==> config.mk <==
export PLATFORM = sky130hd
export DESIGN_NAME = selfprog_ctl
export DESIGN_NICKNAME = d
export VERILOG_FILES = /design/src/rtl/selfprog_pkg.sv /design/src/rtl/selfprog_decode.sv /design/src/rtl/selfprog_window.sv /design/src/rtl/selfprog_pulse.sv /design/src/rtl/selfprog_ctl.sv
export SDC_FILE = /design/constraint.sdc
export NUM_CORES = 1
export LEC_CHECK = 0
export BUFFER_PORTS_ARGS = -buffer_cell sky130_fd_sc_hd__buf_2
export CORE_MARGIN = 1.5
export CORE_UTILIZATION = 50
export DETAILED_ROUTE_END_ITERATION = 8
export GPL_ROUTABILITY_DRIVEN = 0
export PLACE_DENSITY_LB_ADDON = 0.25
export SLEW_MARGIN = 10
export SYNTH_ARGS = -nofsm -noshare
export SYNTH_HDL_FRONTEND = slang
export SYNTH_SLANG_ARGS = --single-unit
==> constraint.sdc <==
create_clock -name clk -period 2.8 [get_ports clk]
set_input_delay 0.56 -clock clk [delete_from_list [all_inputs] [get_ports clk]]
set_output_delay 0.56 -clock clk [all_outputs]
set_load 0.05 [all_outputs]
==> src/rtl/selfprog_pkg.sv <==
package selfprog_pkg;

    typedef enum logic [1:0] {
        ST_IDLE,
        ST_ARM_PAGE,
        ST_ARM_READ,
        ST_BUSY
    } sp_state_t;

    typedef enum logic [2:0] {
        CMD_NONE,
        CMD_ERASE,
        CMD_WRITE,
        CMD_FUSE,
        CMD_SIG
    } sp_cmd_t;

    // bit positions inside the control register
    localparam int BIT_EN     = 0;
    localparam int BIT_ERASE  = 1;
    localparam int BIT_WRITE  = 2;
    localparam int BIT_FUSE   = 3;
    localparam int BIT_CLRBUF = 4;
    localparam int BIT_SIG    = 5;
    localparam int LIVE_BITS  = 6;

    function automatic logic cmd_is_page(sp_cmd_t c);
        return (c == CMD_ERASE) || (c == CMD_WRITE);
    endfunction

    function automatic logic cmd_is_read(sp_cmd_t c);
        return (c == CMD_FUSE) || (c == CMD_SIG);
    endfunction

endpackage

==> src/rtl/selfprog_decode.sv <==
module selfprog_decode
    import selfprog_pkg::*;
(
    input  logic [LIVE_BITS-1:0] wdata,
    output sp_cmd_t              cmd,
    output logic                 clr_req
);

    // priority: erase, then write, then lock/fuse read, then signature read
    always_comb begin
        cmd = CMD_NONE;
        if (wdata[BIT_EN]) begin
            if (wdata[BIT_ERASE]) begin
                cmd = CMD_ERASE;
            end else if (wdata[BIT_WRITE]) begin
                cmd = CMD_WRITE;
            end else if (wdata[BIT_FUSE]) begin
                cmd = CMD_FUSE;
            end else if (wdata[BIT_SIG]) begin
                cmd = CMD_SIG;
            end
        end
    end

    assign clr_req = wdata[BIT_CLRBUF];

endmodule

==> src/rtl/selfprog_window.sv <==
module selfprog_window #(
    parameter int CNT_W = 3
) (
    input  logic             clk,
    input  logic             rst_n,
    input  logic             restart,
    input  logic [CNT_W-1:0] last_idx,
    output logic             at_last
);

    logic [CNT_W-1:0] cnt_q;

    always_ff @(posedge clk or negedge rst_n) begin
        if (!rst_n) begin
            cnt_q <= '0;
        end else if (restart) begin
            cnt_q <= '0;
        end else if (cnt_q != {CNT_W{1'b1}}) begin
            cnt_q <= cnt_q + 1'b1;
        end
    end

    assign at_last = (cnt_q == last_idx);

endmodule

==> src/rtl/selfprog_pulse.sv <==
module selfprog_pulse
    import selfprog_pkg::*;
(
    input  logic    clk,
    input  logic    rst_n,
    input  logic    fire_page,
    input  logic    fire_read,
    input  sp_cmd_t cmd,
    input  logic    z_sel,
    input  logic    clr_hit,
    output logic    req_erase,
    output logic    req_write,
    output logic    req_lock_rd,
    output logic    req_fuse_rd,
    output logic    req_sig_rd,
    output logic    buf_clear
);

    always_ff @(posedge clk or negedge rst_n) begin
        if (!rst_n) begin
            req_erase   <= 1'b0;
            req_write   <= 1'b0;
            req_lock_rd <= 1'b0;
            req_fuse_rd <= 1'b0;
            req_sig_rd  <= 1'b0;
            buf_clear   <= 1'b0;
        end else begin
            req_erase   <= fire_page && (cmd == CMD_ERASE);
            req_write   <= fire_page && (cmd == CMD_WRITE);
            req_lock_rd <= fire_read && (cmd == CMD_FUSE) && !z_sel;
            req_fuse_rd <= fire_read && (cmd == CMD_FUSE) && z_sel;
            req_sig_rd  <= fire_read && (cmd == CMD_SIG);
            buf_clear   <= clr_hit;
        end
    end

endmodule

==> src/rtl/selfprog_ctl.sv <==
module selfprog_ctl
    import selfprog_pkg::*;
#(
    parameter int REG_W  = 8,
    parameter int PG_WIN = 4,
    parameter int RD_WIN = 3
) (
    input  logic             clk,
    input  logic             rst_n,
    input  logic             reg_we,
    input  logic [REG_W-1:0] reg_wdata,
    output logic [REG_W-1:0] reg_rdata,
    input  logic             spm_strobe,
    input  logic             lpm_strobe,
    input  logic             z_lsb,
    input  logic             pg_fill_active,
    input  logic             op_done,
    output logic             req_erase,
    output logic             req_write,
    output logic             req_lock_rd,
    output logic             req_fuse_rd,
    output logic             req_sig_rd,
    output logic             buf_clear,
    output logic             cpu_halt
);

    localparam int MAX_WIN = (PG_WIN > RD_WIN) ? PG_WIN : RD_WIN;
    localparam int CNT_W   = $clog2(MAX_WIN) + 1;

    sp_state_t        state_q, state_d;
    sp_cmd_t          cmd_q, dec_cmd;
    logic             clrbuf_q, dec_clr;
    logic             wr_ok, at_last, fire_page, fire_read;
    logic [CNT_W-1:0] last_idx;
    logic             rsvd_unused;

    assign rsvd_unused = ^reg_wdata[REG_W-1:LIVE_BITS];

    selfprog_decode u_decode (
        .wdata   (reg_wdata[LIVE_BITS-1:0]),
        .cmd     (dec_cmd),
        .clr_req (dec_clr)
    );

    assign wr_ok     = reg_we && (state_q == ST_IDLE);
    assign fire_page = (state_q == ST_ARM_PAGE) && spm_strobe;
    assign fire_read = (state_q == ST_ARM_READ) && lpm_strobe;
    assign last_idx  = (state_q == ST_ARM_PAGE) ? CNT_W'(PG_WIN - 1)
                                                : CNT_W'(RD_WIN - 1);

    selfprog_window #(.CNT_W(CNT_W)) u_window (
        .clk      (clk),
        .rst_n    (rst_n),
        .restart  (wr_ok),
        .last_idx (last_idx),
        .at_last  (at_last)
    );

    // next-state logic
    always_comb begin
        state_d = state_q;
        unique case (state_q)
            ST_IDLE: begin
                if (wr_ok && cmd_is_page(dec_cmd)) begin
                    state_d = ST_ARM_PAGE;
                end else if (wr_ok && cmd_is_read(dec_cmd)) begin
                    state_d = ST_ARM_READ;
                end
            end
            ST_ARM_PAGE: begin
                if (spm_strobe) begin
                    state_d = ST_BUSY;
                end else if (at_last) begin
                    state_d = ST_IDLE;
                end
            end
            ST_ARM_READ: begin
                if (lpm_strobe || at_last) begin
                    state_d = ST_IDLE;
                end
            end
            ST_BUSY: begin
                if (op_done) begin
                    state_d = ST_IDLE;
                end
            end
            default: state_d = ST_IDLE;
        endcase
    end

    // state register
    always_ff @(posedge clk or negedge rst_n) begin
        if (!rst_n) begin
            state_q  <= ST_IDLE;
            cmd_q    <= CMD_NONE;
            clrbuf_q <= 1'b0;
        end else begin
            state_q  <= state_d;
            clrbuf_q <= wr_ok && dec_clr;
            if (state_d == ST_IDLE) begin
                cmd_q <= CMD_NONE;
            end else if (state_q == ST_IDLE) begin
                cmd_q <= dec_cmd;
            end
        end
    end

    selfprog_pulse u_pulse (
        .clk         (clk),
        .rst_n       (rst_n),
        .fire_page   (fire_page),
        .fire_read   (fire_read),
        .cmd         (cmd_q),
        .z_sel       (z_lsb),
        .clr_hit     (wr_ok && dec_clr && pg_fill_active),
        .req_erase   (req_erase),
        .req_write   (req_write),
        .req_lock_rd (req_lock_rd),
        .req_fuse_rd (req_fuse_rd),
        .req_sig_rd  (req_sig_rd),
        .buf_clear   (buf_clear)
    );

    // outputs seen by software and the core
    always_comb begin
        reg_rdata             = '0;
        reg_rdata[BIT_EN]     = (cmd_q != CMD_NONE);
        reg_rdata[BIT_ERASE]  = (cmd_q == CMD_ERASE);
        reg_rdata[BIT_WRITE]  = (cmd_q == CMD_WRITE);
        reg_rdata[BIT_FUSE]   = (cmd_q == CMD_FUSE);
        reg_rdata[BIT_SIG]    = (cmd_q == CMD_SIG);
        reg_rdata[BIT_CLRBUF] = clrbuf_q;
        cpu_halt              = (state_q == ST_BUSY);
    end

endmodule

==> impl_metrics.py, run 1 <==
metrics = {
    "logic_synthesis": {
        "async_flop_share_pct": 100,
        "synth_cell_types": 28,
        "synth_seq_area_share_pct": 48.2,
        "syn_inst": 72,
        "synth-seq-cells": 15,
        "synth-main-ff-cell": "dfrtp_1",
        "synth.avg_cell_area_um2": 10.8,
        "syn_area_um2": 778,
        "ys_warn_count": 0,
        "synth_edf_count": 0,
    },
    "sta": {
        "worstMarginPinSlew_ps": 570,
        "timing.final.crit_share_pct": 65.7,
        "fmax_mhz": 544,
        "fin_setup_tns_ps": 0,
        "rsz0062_at_grt": "false",
        "post-route-min-period_ps": 1840,
        "drv_slew": 0,
        "final-hold-violation-count": 0,
        "skew_ps": 2.54,
        "slew_headroom_pct": 61.6,
        "setup_viol": 0,
    },
    "setup_path": {
        "rr_worst_depth": 3,
        "arrival_ps": 1280,
        "end_kind": "output pin",
        "crit_type": "flip-flop to output pin",
        "r2r_slack_ps": 1300,
        "worstReg2RegEnd": "cmd_q[2]",
        "required_ps": 2240,
        "path_max_fanout": 6,
        "start_kind": "flip-flop",
        "r2r_start": "state_q[1]",
    },
    "pwr": {
        "intPower_w": 0.000460,
        "swShare_pct": 44.9,
        "clock_power_share_pct": 14.3,
        "pwr-share-comb_pct": 45.7,
        "p_sw_w": 0.000375,
        "powerDensity_nw_per_um2": 900,
        "power_frac_seq_pct": 40.0,
        "leakage_nw": 0.493,
        "max-vdd-ir-drop_uv": 445,
    },
    "routing": {
        "firstDrtPassIters": 4,
        "via_per_inst": 5.45,
        "wl_mm": 1.38,
        "drc": 0,
        "vias": 627,
        "drt_iter0_drc": 8,
        "wl_per_cell_um": 12.0,
        "detail-route-antenna-nets": 0,
    },
    "cts": {
        "clockBufferDepth": 2,
        "post_cts_buffers": 0,
        "cts_resized": 0,
        "cts_root_buf": "clkbuf_4",
        "clk_pin_slew_worst_paths_ps": 90,
        "htree_levels": 1,
        "cts_tree": "built",
        "cts_buffers": 3,
        "cts-hold-fix-buffers": 0,
        "clock_sinks": 15,
        "worst_skew_pair.late_latency_ps": 270,
    },
    "flow_run": {
        "cap_violations": 0,
    },
    "floorplan": {
        "fp.dieH_um": 42.5,
        "rows": 14,
        "dieArea_um2": 1800,
        "core_um2": 1490,
        "die_x_um": 42.5,
        "ios": 31,
        "initial_core_util_pct": 52.3,
    },
    "layout": {
        "nets": 118,
        "multiInputGateArea_um2": 369,
        "antenna_cells": 0,
        "area_growth_pct": 19.3,
        "design_area_um2": 928,
        "seq_area_um2": 375,
        "layout-drive-gt1-share_pct": 32.3,
        "fillers": 121,
        "stdcell_count": 115,
    },
    "global_routing": {
        "track_usage_pct": 17.9,
        "grt_pass1_vias": 575,
        "grt_max_degree": 16,
        "grt_overflow": 0,
        "grt_pass1_wl_mm": 2.50,
        "antenna_found_initial": 0,
    },
    "placed_design": {
        "post-place-cells": 111,
        "place_area_um2": 902,
        "port_buffers": 26,
    },
    "hold_path": {
        "hp-class": "input port to asynchronous set/reset pin",
    },
    "run_status": {
        "status": "finished clean",
    },
}
==> worst max-delay path, cell delays in order, from the launching register on <==
cell and delay [ps]:
dfrtp_1 430, or3_1 370, buf_2 210
==> routing by layer <==
| metal | GRT usage [%] | up-vias | share of wire [%] |
|---|---|---|---|
| li1 | - | 314 | - |
| met1 | 24.2 | 288 | 48 |
| met2 | 28.9 | 23 | 46 |
| met3 | 2.16 | 2 | 5.1 |
| met4 | 7.50 | 0 | 1.0 |
| met5 | 0 | - | 0 |
==> Yosys cell counts (2+ instances only) <==
cell type / number / area [um^2]
nor3b_1: 5 / 37.5
nor2b_1: 5 / 31.3
a32oi_1: 3 / 26.3
nand3_1: 2 / 10.0
o21ai_0: 5 / 25.0
dfrtp_1: 15 / 375
and2_1: 2 / 12.5
and3_1: 4 / 25.0
inv_1: 2 / 7.51
nor2_1: 2 / 7.51
o211ai_1: 2 / 15.0
a21oi_1: 3 / 15.0
ha_1: 2 / 25.0
nand3b_1: 2 / 15.0
buf_4: 4 / 30.0
mux2i_1: 2 / 20.0
==> metrics by stage <==
step	hold slack [ps]	util (%)	power, W	setup slack (ps)
after floorplan	264	-	0.000640	636
after global placement	473	60.6	0.000709	1100
after detailed placement	482	60.6	0.000722	1110
after CTS	180	62.4	0.000842	949
after global routing	188	62.4	0.000897	850
final	174	62.4	0.000835	960
==> layout by cell type, fill, tap and decap left out, types with 3 or more instances in the layout <==
cell type   n
a21oi_1     3
a32oi_1     3
and3_1      4
buf_2      26
clkbuf_4    3
dfrtp_1    15
nor2b_1     5
nor3b_1     5
o21ai_0     5
==> layout make-up <==
| type | instances | share of cell area (%) |
|---|---|---|
| Sequential cell | 15 | 40.4 |
| Multi-Input combinational cell | 52 | 39.8 |
| Timing Repair Buffer | 26 | 14.0 |
| Clock buffer | 4 | 2.83 |
| Tap cell | 16 | 2.16 |
| Inverter | 2 | 0.809 |
==> kinds of logic (layout without fill, tap and decap cells) <==
| group | count (synthesis) | after routing | synth area share, % |
|---|---|---|---|
| buffers and inverters | 6 | 32 | 4.82 |
| muxes | 2 | 2 | 2.57 |
| xor gates and xnor gates | 1 | 1 | 1.13 |
| AOI/OAI and AO/OA | 15 | 15 | 13.2 |
| DFF | 15 | 15 | 48.2 |
| other | 1 | 2 | 0.482 |
| and+or+nand+nor | 30 | 30 | 26.4 |
| adders and majority gates | 2 | 2 | 3.21 |
==> power groups by stage <==
stage	sequential [W]	combinational, W	clock, W
global route	0.000349	0.000416	0.000133
global placement	0.000334	0.000375	0
CTS	0.000334	0.000384	0.000125
detailed placement	0.000338	0.000384	0
finish	0.000334	0.000382	0.000119
floorplan	0.000326	0.000314	0
==> flip-flops by register name, indices dropped and copies added, names as in the netlist <==
name,flops
clrbuf_q,1
cmd_q,3
state_q,2
u_pulse.buf_clear,1
u_pulse.req_erase,1
u_pulse.req_fuse_rd,1
u_pulse.req_lock_rd,1
u_pulse.req_sig_rd,1
u_pulse.req_write,1
u_window.cnt_q,3
==> how the worst max path moves through the flow <==
stage,startpoint,to,cells past startpoint
finish,cmd_q[0],reg_rdata[0],2
global route,cmd_q[0],reg_rdata[5],2
CTS,cmd_q[0],reg_rdata[0],2
detailed placement,reg_wdata[1],cmd_q[2],4
global placement,reg_wdata[1],cmd_q[2],4
floorplan,cmd_q[1],reg_rdata[1],1
Note: power is estimated with default switching activity, not from simulation.
==> inputs of run 2 (changes only) <==
ABC_AREA = 1   (was default)
CORE_UTILIZATION = 47   (was 50)
clock period = 1.9 ns   (was 2.8 ns; I/O delays follow)
==> impl_metrics.py, run 2 <==
metrics = {
    "pwr": {
        "clock_power_share_pct": 12.8,
        "intPower_w": 0.000710,
        "p_sw_w": 0.000749,
        "pwr-share-comb_pct": 52.7,
        "powerDensity_nw_per_um2": 1470,
        "max-vdd-ir-drop_uv": 679,
        "leakage_nw": 0.586,
        "power_frac_seq_pct": 34.5,
        "swShare_pct": 51.3,
    },
    "sta": {
        "final-hold-violation-count": 0,
        "skew_ps": 1.14,
        "finalHoldWorstSlack_ps": 244,
        "timing.final.crit_share_pct": 89.9,
        "setup_viol": 0,
        "rsz0062_at_grt": "false",
        "drv_slew": 0,
        "fmax_mhz": 586,
        "post-route-min-period_ps": 1710,
    },
    "global_routing": {
        "grt_max_degree": 16,
        "antenna_found_initial": 0,
        "grt_pass1_wl_mm": 2.71,
        "grt_overflow": 0,
        "grt_pass1_vias": 662,
        "track_usage_pct": 19.3,
    },
    "placed_design": {
        "port_buffers": 26,
        "place_area_um2": 955,
        "post-place-cells": 139,
        "hpwl_mm": 1.26,
    },
    "layout": {
        "multiInputGateArea_um2": 347,
        "fillers": 137,
        "seq_area_um2": 375,
        "area_growth_pct": 21.1,
        "design_area_um2": 991,
        "final_common_cell": "buf_2",
        "antenna_cells": 0,
        "stdcell_count": 144,
        "nets": 147,
        "layout_common_cells": "buf_2 (26), inv_1 (20), dfrtp_1 (15)",
        "reg_top3": "cmd_q: 3 flops, u_window.cnt_q: 3 flops, state_q: 2 flops",
        "layout-drive-gt1-share_pct": 32.0,
    },
    "setup_path": {
        "rr_worst_depth": 6,
        "required_ps": 1520,
        "path_max_fanout": 5,
        "end_kind": "output pin",
        "arrival_ps": 1330,
        "start_kind": "flip-flop",
        "crit_type": "flip-flop to output pin",
    },
    "floorplan": {
        "die_x_um": 44.7,
        "initial_core_util_pct": 52.5,
        "dieArea_um2": 2000,
        "ios": 31,
        "core_um2": 1560,
        "rows": 14,
        "fp.dieH_um": 44.7,
    },
    "run_status": {
        "violations": "DRC",
        "status": "finished with violations",
    },
    "flow_run": {
        "cap_violations": 0,
    },
    "logic_synthesis": {
        "synth_area_leaders": "dfrtp_1 (46%), inv_1 (9.2%), nor2_1 (6.4%), nand2_1 (4.6%), nand3_1 (3.7%)",
        "netlist_top_cells_count": "inv_1 (20), dfrtp_1 (15), nor2_1 (14)",
        "synth_cell_types": 25,
        "synth-seq-cells": 15,
        "async_flop_share_pct": 100,
        "synth.avg_cell_area_um2": 8.27,
        "synth_seq_area_share_pct": 45.9,
        "synth_edf_count": 0,
        "syn_inst": 99,
        "syn_area_um2": 818,
        "synth-main-ff-cell": "dfrtp_1",
        "synth.most_common_cell": "inv_1",
        "synth_top_area_share_pct": 45.9,
        "yosys.area.top_type": "dfrtp_1",
        "ys_warn_count": 0,
    },
    "routing": {
        "detail-route-antenna-nets": 0,
        "drc": 4,
        "wl_per_cell_um": 11.7,
        "firstDrtPassIters": 5,
        "via_per_inst": 4.94,
        "wl_mm": 1.69,
        "drt_iter0_drc": 16,
        "vias": 711,
    },
    "cts": {
        "clock_sinks": 15,
        "htree_levels": 1,
        "cts_root_buf": "clkbuf_4",
        "cts_resized": 0,
        "cts_buffers": 3,
        "worst_skew_pair.late_latency_ps": 290,
        "clockBufferDepth": 2,
        "clk_pin_slew_worst_paths_ps": 90,
        "cts_tree": "built",
    },
    "hold_path": {
        "hold_depth": 2,
        "hp-class": "input port to flip-flop",
    },
}
==> run 2: cell types whose count changed in the layout (fill, tap and decap cells not counted), moves of 4 or more <==
cell and delta:
inv_1 +18, nor2_1 +12, nand2_1 +9, nor2b_1 -5, and3_1 -4, nand3_1 +4
nor3b_1 -4
==> run 2: worst max-delay path, stage by stage (launching register included) <==
cell and delay [ps]:
dfrtp_1 450, inv_1 120, nor3_2 180, buf_2 290
==> run 2: area by class of cell <==
type / count / share of cell area, %
Multi-Input combinational cell: 60 / 35.0
Sequential cell: 15 / 37.9
Tap cell: 16 / 2.02
Timing Repair Buffer: 27 / 14.1
Inverter: 22 / 8.33
Clock buffer: 4 / 2.65
==> run 2: metrics by stage <==
step / util (%) / setup TNS (ps) / total power (W) / worst slack (ps)
CTS: 63.6 / 0 / 0.00146 / 197
detailed placement: 61.2 / 0 / 0.00126 / 524
finish: 63.6 / 0 / 0.00146 / 193
global placement: 61.2 / 0 / 0.00123 / 526
global route: 63.6 / 0 / 0.00156 / 107
floorplan: - / -22.0 / 0.00111 / -15.4
==> run 2: power by group through the flow <==
stage / clock (W) / sequential (W) / combinational [W]
detailed placement: 0 / 0.000505 / 0.000756
floorplan: 0 / 0.000509 / 0.000597
CTS: 0.000189 / 0.000501 / 0.000770
global route: 0.000196 / 0.000518 / 0.000845
finish: 0.000187 / 0.000504 / 0.000768
global placement: 0 / 0.000498 / 0.000732
==> run 2: timing repair <==
item / in CTS / in global routing
hold buffers: 1 / 0
setup buffers: 0 / 0
hold endpoints to repair: 15 / 0
==> run 2: worst paths after layout <==
| path | end | slack [ps] | from |
|---|---|---|---|
| worst max-delay path | reg_rdata[3] | 190 | cmd_q[0] |
| worst min-delay path | u_pulse.req_lock_rd | 240 | z_lsb |
| worst max register to register | u_window.cnt_q[2] | 580 | u_window.cnt_q[0] |
| worst min register to register | u_pulse.req_erase | 510 | cmd_q[1] |
| max in group asynchronous | cmd_q[0] | 1130 | rst_n |
| min in group asynchronous | clrbuf_q | 530 | rst_n |
==> run 2: routing by layer <==
| metal | GRT usage, % | up-vias | part of all wire, % |
|---|---|---|---|
| li1 | - | 364 | - |
| met1 | 21.3 | 315 | 41 |
| met2 | 34.2 | 27 | 50 |
| met3 | 2.80 | 5 | 6.2 |
| met4 | 12.7 | 0 | 2.8 |
| met5 | 0 | - | 0 |
==> run 2: cells by family (layout without fill, tap and decap cells) <==
kind of cell / count (synthesis) / after routing / synth area share, %
compound gates: 10 / 10 / 7.65
flops: 15 / 15 / 45.9
buf+inv: 25 / 53 / 12.8
simple gates: 46 / 46 / 30.1
fa+ha+maj: 2 / 2 / 3.06
other cells: 1 / 2 / 0.458
